--- src/rtl/wp_pkg.sv ---
package wp_pkg;

  typedef enum logic [1:0] {
    LOCK_NONE    = 2'b00,
    LOCK_QUARTER = 2'b01,
    LOCK_HALF    = 2'b10,
    LOCK_ALL     = 2'b11
  } lock_sel_e;

  typedef struct packed {
    logic      prot_en;
    logic      flag;
    logic      one_hi;
    logic      one_lo;
    lock_sel_e lock;
    logic      wel;
    logic      wip;
  } status_t;

  localparam int STATUS_W = $bits(status_t);

endpackage

--- src/rtl/wp_range_check.sv ---
module wp_range_check
  import wp_pkg::*;
#(
  parameter int ADDR_W = 12
) (
  input  lock_sel_e          sel,
  input  logic [ADDR_W-1:0]  addr,
  output logic               hit
);
  localparam int TOP = ADDR_W - 1;

  logic in_top_quarter;
  logic in_top_half;

  generate
    if (ADDR_W >= 2) begin : g_wide
      assign in_top_quarter = &addr[TOP -: 2];
      assign in_top_half    = addr[TOP];
    end else begin : g_narrow
      assign in_top_quarter = addr[TOP];
      assign in_top_half    = addr[TOP];
    end
  endgenerate

  always_comb begin
    unique case (sel)
      LOCK_NONE:    hit = 1'b0;
      LOCK_QUARTER: hit = in_top_quarter;
      LOCK_HALF:    hit = in_top_half;
      LOCK_ALL:     hit = 1'b1;
      default:      hit = 1'b1;
    endcase
  end
endmodule

--- src/rtl/wp_status_regs.sv ---
module wp_status_regs
  import wp_pkg::*;
#(
  parameter logic       WPEN_INIT = 1'b0,
  parameter logic [1:0] BL_INIT   = 2'b00
) (
  input  logic          clk,
  input  logic          rst,
  input  logic          set_wel,
  input  logic          clr_both,
  input  logic          set_flag,
  input  logic          busy,
  input  logic          load,
  input  logic [7:0]    load_data,
  output status_t       stat
);
  logic      prot_en_q;
  lock_sel_e lock_q;
  logic      wel_q;
  logic      flag_q;
  logic      busy_q;
  logic      cycle_done;
  logic      unused_load_bits;

  assign cycle_done       = busy_q & ~busy;
  assign unused_load_bits = &{1'b0, load_data[6:4], load_data[1:0]};

  always_ff @(posedge clk) begin
    if (rst) begin
      prot_en_q <= WPEN_INIT;
      lock_q    <= lock_sel_e'(BL_INIT);
      wel_q     <= 1'b0;
      flag_q    <= 1'b0;
      busy_q    <= 1'b0;
    end else begin
      busy_q <= busy;
      if (load) begin
        prot_en_q <= load_data[7];
        lock_q    <= lock_sel_e'(load_data[3:2]);
      end
      if (clr_both || cycle_done) wel_q <= 1'b0;
      else if (set_wel)           wel_q <= 1'b1;
      if (clr_both)               flag_q <= 1'b0;
      else if (set_flag)          flag_q <= 1'b1;
    end
  end

  always_comb begin
    stat         = '0;
    stat.prot_en = prot_en_q;
    stat.flag    = flag_q;
    stat.one_hi  = 1'b1;
    stat.one_lo  = 1'b1;
    stat.lock    = lock_q;
    stat.wel     = wel_q;
    stat.wip     = busy_q;
  end

  // end of a write cycle drops the write-enable latch
  assert_done_clears_wel_R6: assert property (@(posedge clk) disable iff (rst)
    (busy_q && !busy) |=> !stat.wel);

  // clear strobe leaves the flag low
  assert_flag_clear_R7: assert property (@(posedge clk) disable iff (rst)
    clr_both |=> !stat.flag);
endmodule

--- src/rtl/wp_grant_unit.sv ---
module wp_grant_unit
  import wp_pkg::*;
#(
  parameter int ADDR_W = 12
) (
  input  logic              clk,
  input  logic              rst,
  input  status_t           stat,
  input  logic              arr_req,
  input  logic [ADDR_W-1:0] arr_addr,
  input  logic              sr_req,
  input  logic              wp_n,
  output logic              sr_load,
  output logic              arr_grant,
  output logic              sr_grant
);
  logic locked_addr;
  logic sr_locked;
  logic arr_ok;

  wp_range_check #(.ADDR_W(ADDR_W)) u_range (
    .sel  (stat.lock),
    .addr (arr_addr),
    .hit  (locked_addr)
  );

  assign sr_locked = stat.prot_en & ~wp_n;
  assign sr_load   = sr_req & stat.wel & ~sr_locked;
  assign arr_ok    = arr_req & stat.wel & ~locked_addr;

  always_ff @(posedge clk) begin
    if (rst) begin
      arr_grant <= 1'b0;
      sr_grant  <= 1'b0;
    end else begin
      arr_grant <= arr_ok;
      sr_grant  <= sr_load;
    end
  end

  // no array grant without the write-enable latch
  assert_arr_needs_wel_R3: assert property (@(posedge clk) disable iff (rst)
    arr_grant |-> $past(stat.wel));

  // no status grant without the write-enable latch
  assert_sr_needs_wel_R3: assert property (@(posedge clk) disable iff (rst)
    sr_grant |-> $past(stat.wel));
endmodule

--- src/rtl/wp_status_guard.sv ---
module wp_status_guard
  import wp_pkg::*;
#(
  parameter int         ADDR_W    = 12,
  parameter logic       WPEN_INIT = 1'b0,
  parameter logic [1:0] BL_INIT   = 2'b00
) (
  input  logic              clk,
  input  logic              rst,
  input  logic              op_wren,
  input  logic              op_wrdi,
  input  logic              op_sflag,
  input  logic              sr_req,
  input  logic [7:0]        sr_data,
  input  logic              arr_req,
  input  logic [ADDR_W-1:0] arr_addr,
  input  logic              wp_n,
  input  logic              busy,
  output logic [7:0]        status_byte,
  output logic              arr_grant,
  output logic              sr_grant
);
  status_t stat;
  logic    sr_load;

  wp_status_regs #(.WPEN_INIT(WPEN_INIT), .BL_INIT(BL_INIT)) u_regs (
    .clk       (clk),
    .rst       (rst),
    .set_wel   (op_wren),
    .clr_both  (op_wrdi),
    .set_flag  (op_sflag),
    .busy      (busy),
    .load      (sr_load),
    .load_data (sr_data),
    .stat      (stat)
  );

  wp_grant_unit #(.ADDR_W(ADDR_W)) u_grant (
    .clk       (clk),
    .rst       (rst),
    .stat      (stat),
    .arr_req   (arr_req),
    .arr_addr  (arr_addr),
    .sr_req    (sr_req),
    .wp_n      (wp_n),
    .sr_load   (sr_load),
    .arr_grant (arr_grant),
    .sr_grant  (sr_grant)
  );

  assign status_byte = stat;

  // a status grant never follows a cycle with bit and pin both locking
  assert_sr_lock_R4: assert property (@(posedge clk) disable iff (rst)
    sr_grant |-> !($past(status_byte[7]) && !$past(wp_n)));

  // with the whole array locked no array grant appears
  assert_full_lock_R2: assert property (@(posedge clk) disable iff (rst)
    arr_grant |-> ($past(status_byte[3:2]) != 2'b11));

  // busy bit follows the busy input one cycle later
  assert_wip_follow_R8: assert property (@(posedge clk) disable iff (rst)
    1'b1 |=> (status_byte[0] == $past(busy)));

  // bits 5 and 4 read as ones when checked against the port
  assert_fixed_ones_R1: assert property (@(posedge clk) disable iff (rst)
    $rose(sr_grant) |-> (status_byte[5:4] == 2'b11));
endmodule

--- config.mk ---
export PLATFORM = sky130hd
export DESIGN_NAME = wp_status_guard
export DESIGN_NICKNAME = d
export VERILOG_FILES = /design/src/rtl/wp_pkg.sv /design/src/rtl/wp_range_check.sv /design/src/rtl/wp_status_regs.sv /design/src/rtl/wp_grant_unit.sv /design/src/rtl/wp_status_guard.sv
export SDC_FILE = /design/constraint.sdc
export NUM_CORES = 1
export LEC_CHECK = 0
export BUFFER_PORTS_ARGS = -buffer_cell sky130_fd_sc_hd__buf_2
export CAP_MARGIN = 20
export CORE_AREA = 2 2 39 41
export DETAILED_ROUTE_END_ITERATION = 10
export DIE_AREA = 0 0 41 43
export PLACE_DENSITY = 0.66
export SETUP_SLACK_MARGIN = 0.05
export SYNTH_ARGS = -nofsm -noshare
export SYNTH_HDL_FRONTEND = slang
export SYNTH_SLANG_ARGS = --single-unit
--- constraint.sdc ---
create_clock -name clk -period 1.9 [get_ports clk]
set_input_delay 0.095 -clock clk [delete_from_list [all_inputs] [get_ports clk]]
set_output_delay 0.095 -clock clk [all_outputs]
set_load 0.03 [all_outputs]
==> results.yml <==
outcome:
  status: "complete, no violations"
layout:
  final_common_cell: "buf_2"
  layout_common_cells: "21 x buf_2, 8 x dfxtp_1, 4 x nand2b_1"
  nets: 87
  drive_gt1_share_pct: 46.43
  finalNonFillerCells: 72
  area_delta_synth_final_pct: 28.12
  antennaDiodeCount: 0
routing:
  vias: 303
  drt-pass1-iter-count: 2
  wl_per_cell_um: 8.958
  wl_um: 645
  ant_nets: 0
  vias_per_cell: 4.208
  drt_iter0_drc: 3
  drc: 0
synthesis:
  synthFlopType: "dfxtp_1"
  synth-seq-cells: 8
  ys_warn_count: 0
  async_reset_ff_share_pct: 0
  synth_area_leaders: "dfxtp_1 44%, buf_4 13%, nand2b_1 6.9%, mux2i_1 5.6%, a21oi_4 4.5%"
  yosysTopAreaCellShare_pct: 44.44
  ys_seq_area_share_pct: 44.44
  yosysTopAreaCell: "dfxtp_1"
  synth.avg_cell_area_um2: 9.483
  synth_cells: 38
  synth.distinct_cells: 19
  synth_enable_flop_cells: 0
  syn_area_um2: 360.3
setup_path:
  timing.rr.end: "u_regs.lock_q[1]"
  r2r_setup_slack_ns: 0.96
  end_kind: "output port"
  crit_fanout: 6
  reg2reg_depth: 3
  crit_path_start_kind: "register"
  crit_chain: "buf_2"
  max_stage_delay_ns: 0.43
  crit_arrival_ns: 0.91
  slowest_stage: "dfxtp_1"
  worstPathRequired_ns: 1.80
  worstSetupEndpoint: "status_byte[1]"
  critical_path_class: "reg2out"
  cp_num_cells: 1
  crit_buf_inv: 1
  timing.rr.start: "u_regs.wel_q"
  crit_family: "flip-flops"
  timing.critical_path.from: "u_regs.wel_q"
die:
  ios: 39
  core_area_mm2: 0.001384
  die_w_um: 41
  initial_core_util_pct: 26.04
  std_cell_rows: 14
  die_h_um: 43
  die_area_mm2: 0.001763
min_path:
  hold-path-cell-count: 2
  holdCritPathClass: "in2reg"
clock_tree:
  root_buffer: "clkbuf_4"
  cts_tree: "done"
  postCtsSetupBuffers: 0
  clkTransAtPathRegs_ns: 0.05
  holdBufCountCts: 0
  clkLatencyLatePin_ns: 0.24
  cts-resized-gates: 0
  htree_levels: 1
  cts.sinks: 8
  clk_path_buf_depth: 2
  cts_buffers: 3
grt:
  grt_usage_pct: 8.459
  grt_max_degree: 11
  grt_pass1_wl_mm: 1.007
  grt_overflow: 0
  antenna_found_initial: 0
  grt_pass1_vias: 257
power:
  p_per_area_mw_per_mm2: 755.3
  p_leak_nw: 0.2250
  peakVddDrop_mv: 0.2033
run:
  cap_violations: 0
sta:
  fin_crit_ns: 1.010
  finalSetupTns_ns: 0
  setup_violations: 0
  rsz0062_at_grt: "false"
  report.final.slew_viol_count: 0
  period_share_pct: 53.14
  fin_skew_ns: 0.0006057
  whs_ns: 0.03327
  max_freq_mhz: 990.5
  final-hold-violation-count: 0
place:
  place_congestion: 0.6545
  dp.cells: 69
  dp_hpwl_um: 529.4
  io_buffers: 21
## synthesized netlist by cell type, types with 2 or more instances
cell type	number
nand2b_1	4
nor3_1	2
inv_1	2
buf_4	6
mux2i_1	2
nor2_1	2
dfxtp_1	8
## registers in the layout, summed over array words and instances (netlist names)
register           flops
u_grant.arr_grant      1
u_regs.lock_q          2
u_regs.busy_q          1
u_regs.prot_en_q       1
u_grant.sr_grant       1
u_regs.wel_q           1
u_regs.flag_q          1
## where the power goes
| part | switching, W | total [W] | internal [W] |
|---|---|---|---|
| Combinational | 0.0000303 | 0.0000507 | 0.0000204 |
| Clock | 0.0000487 | 0.000120 | 0.0000717 |
| Sequential | 0.00000405 | 0.000178 | 0.000174 |
## how the worst min path moves through the flow
stage / slack (ns) / start / to
2_1_floorplan: 0.17 / op_wrdi / u_regs.flag_q
3_3_place_gp: 0.28 / op_wrdi / u_regs.wel_q
3_5_place_dp: 0.29 / op_wrdi / u_regs.wel_q
4_1_cts: 0.03 / op_wrdi / u_regs.wel_q
5_1_grt: 0.03 / arr_addr[10] / u_grant.arr_grant
6_report: 0.03 / op_wrdi / u_regs.wel_q
## through the flow
stage | utilization, % | cell area, um^2 | total power [W] | setup WS (ns)
6_report | 33.36 | 461.7 | 0.0003487 | 0.8904
5_1_grt | 33.36 | 461.7 | 0.0003713 | 0.8400
4_1_cts | 33.36 | 461.7 | 0.0003577 | 0.8582
3_5_place_dp | 31.74 | 439.2 | 0.0002323 | 0.9373
3_3_place_gp | 31.74 | 439.2 | 0.0002315 | 0.9518
2_1_floorplan | - | 364.1 | 0.0002189 | 0.9806
## area by class of cell
| type | instances | area, um^2 |
|---|---|---|
| Clock buffer | 3 | 22.52 |
| Inverter | 2 | 7.507 |
| Timing Repair Buffer | 21 | 105.1 |
| Fill cell | 158 | 922.1 |
| Multi-Input combinational cell | 22 | 146.4 |
| Sequential cell | 8 | 160.2 |
| Tap cell | 16 | 20.02 |
## kinds of logic after synthesis
kind of cell	Yosys count	synth area share [%]
mux	2	5.556
buf+inv	9	15.97
simple gates	13	21.18
compound gates	5	11.81
flops	8	44.44
other cells	1	1.041
## routing by layer
| metal | vias to the layer above | routed length (um) | track usage [%] | part of all wire, % |
|---|---|---|---|---|
| li1 | 156 | - | - | - |
| met3 | 0 | 67 | 4.712 | 10 |
| met2 | 11 | 301 | 12.19 | 47 |
| met1 | 136 | 276 | 9.740 | 43 |
| met5 | - | 0 | 0 | 0 |
| met4 | 0 | 0 | 4.000 | 0 |
Note: power is estimated with default switching activity, not from simulation.
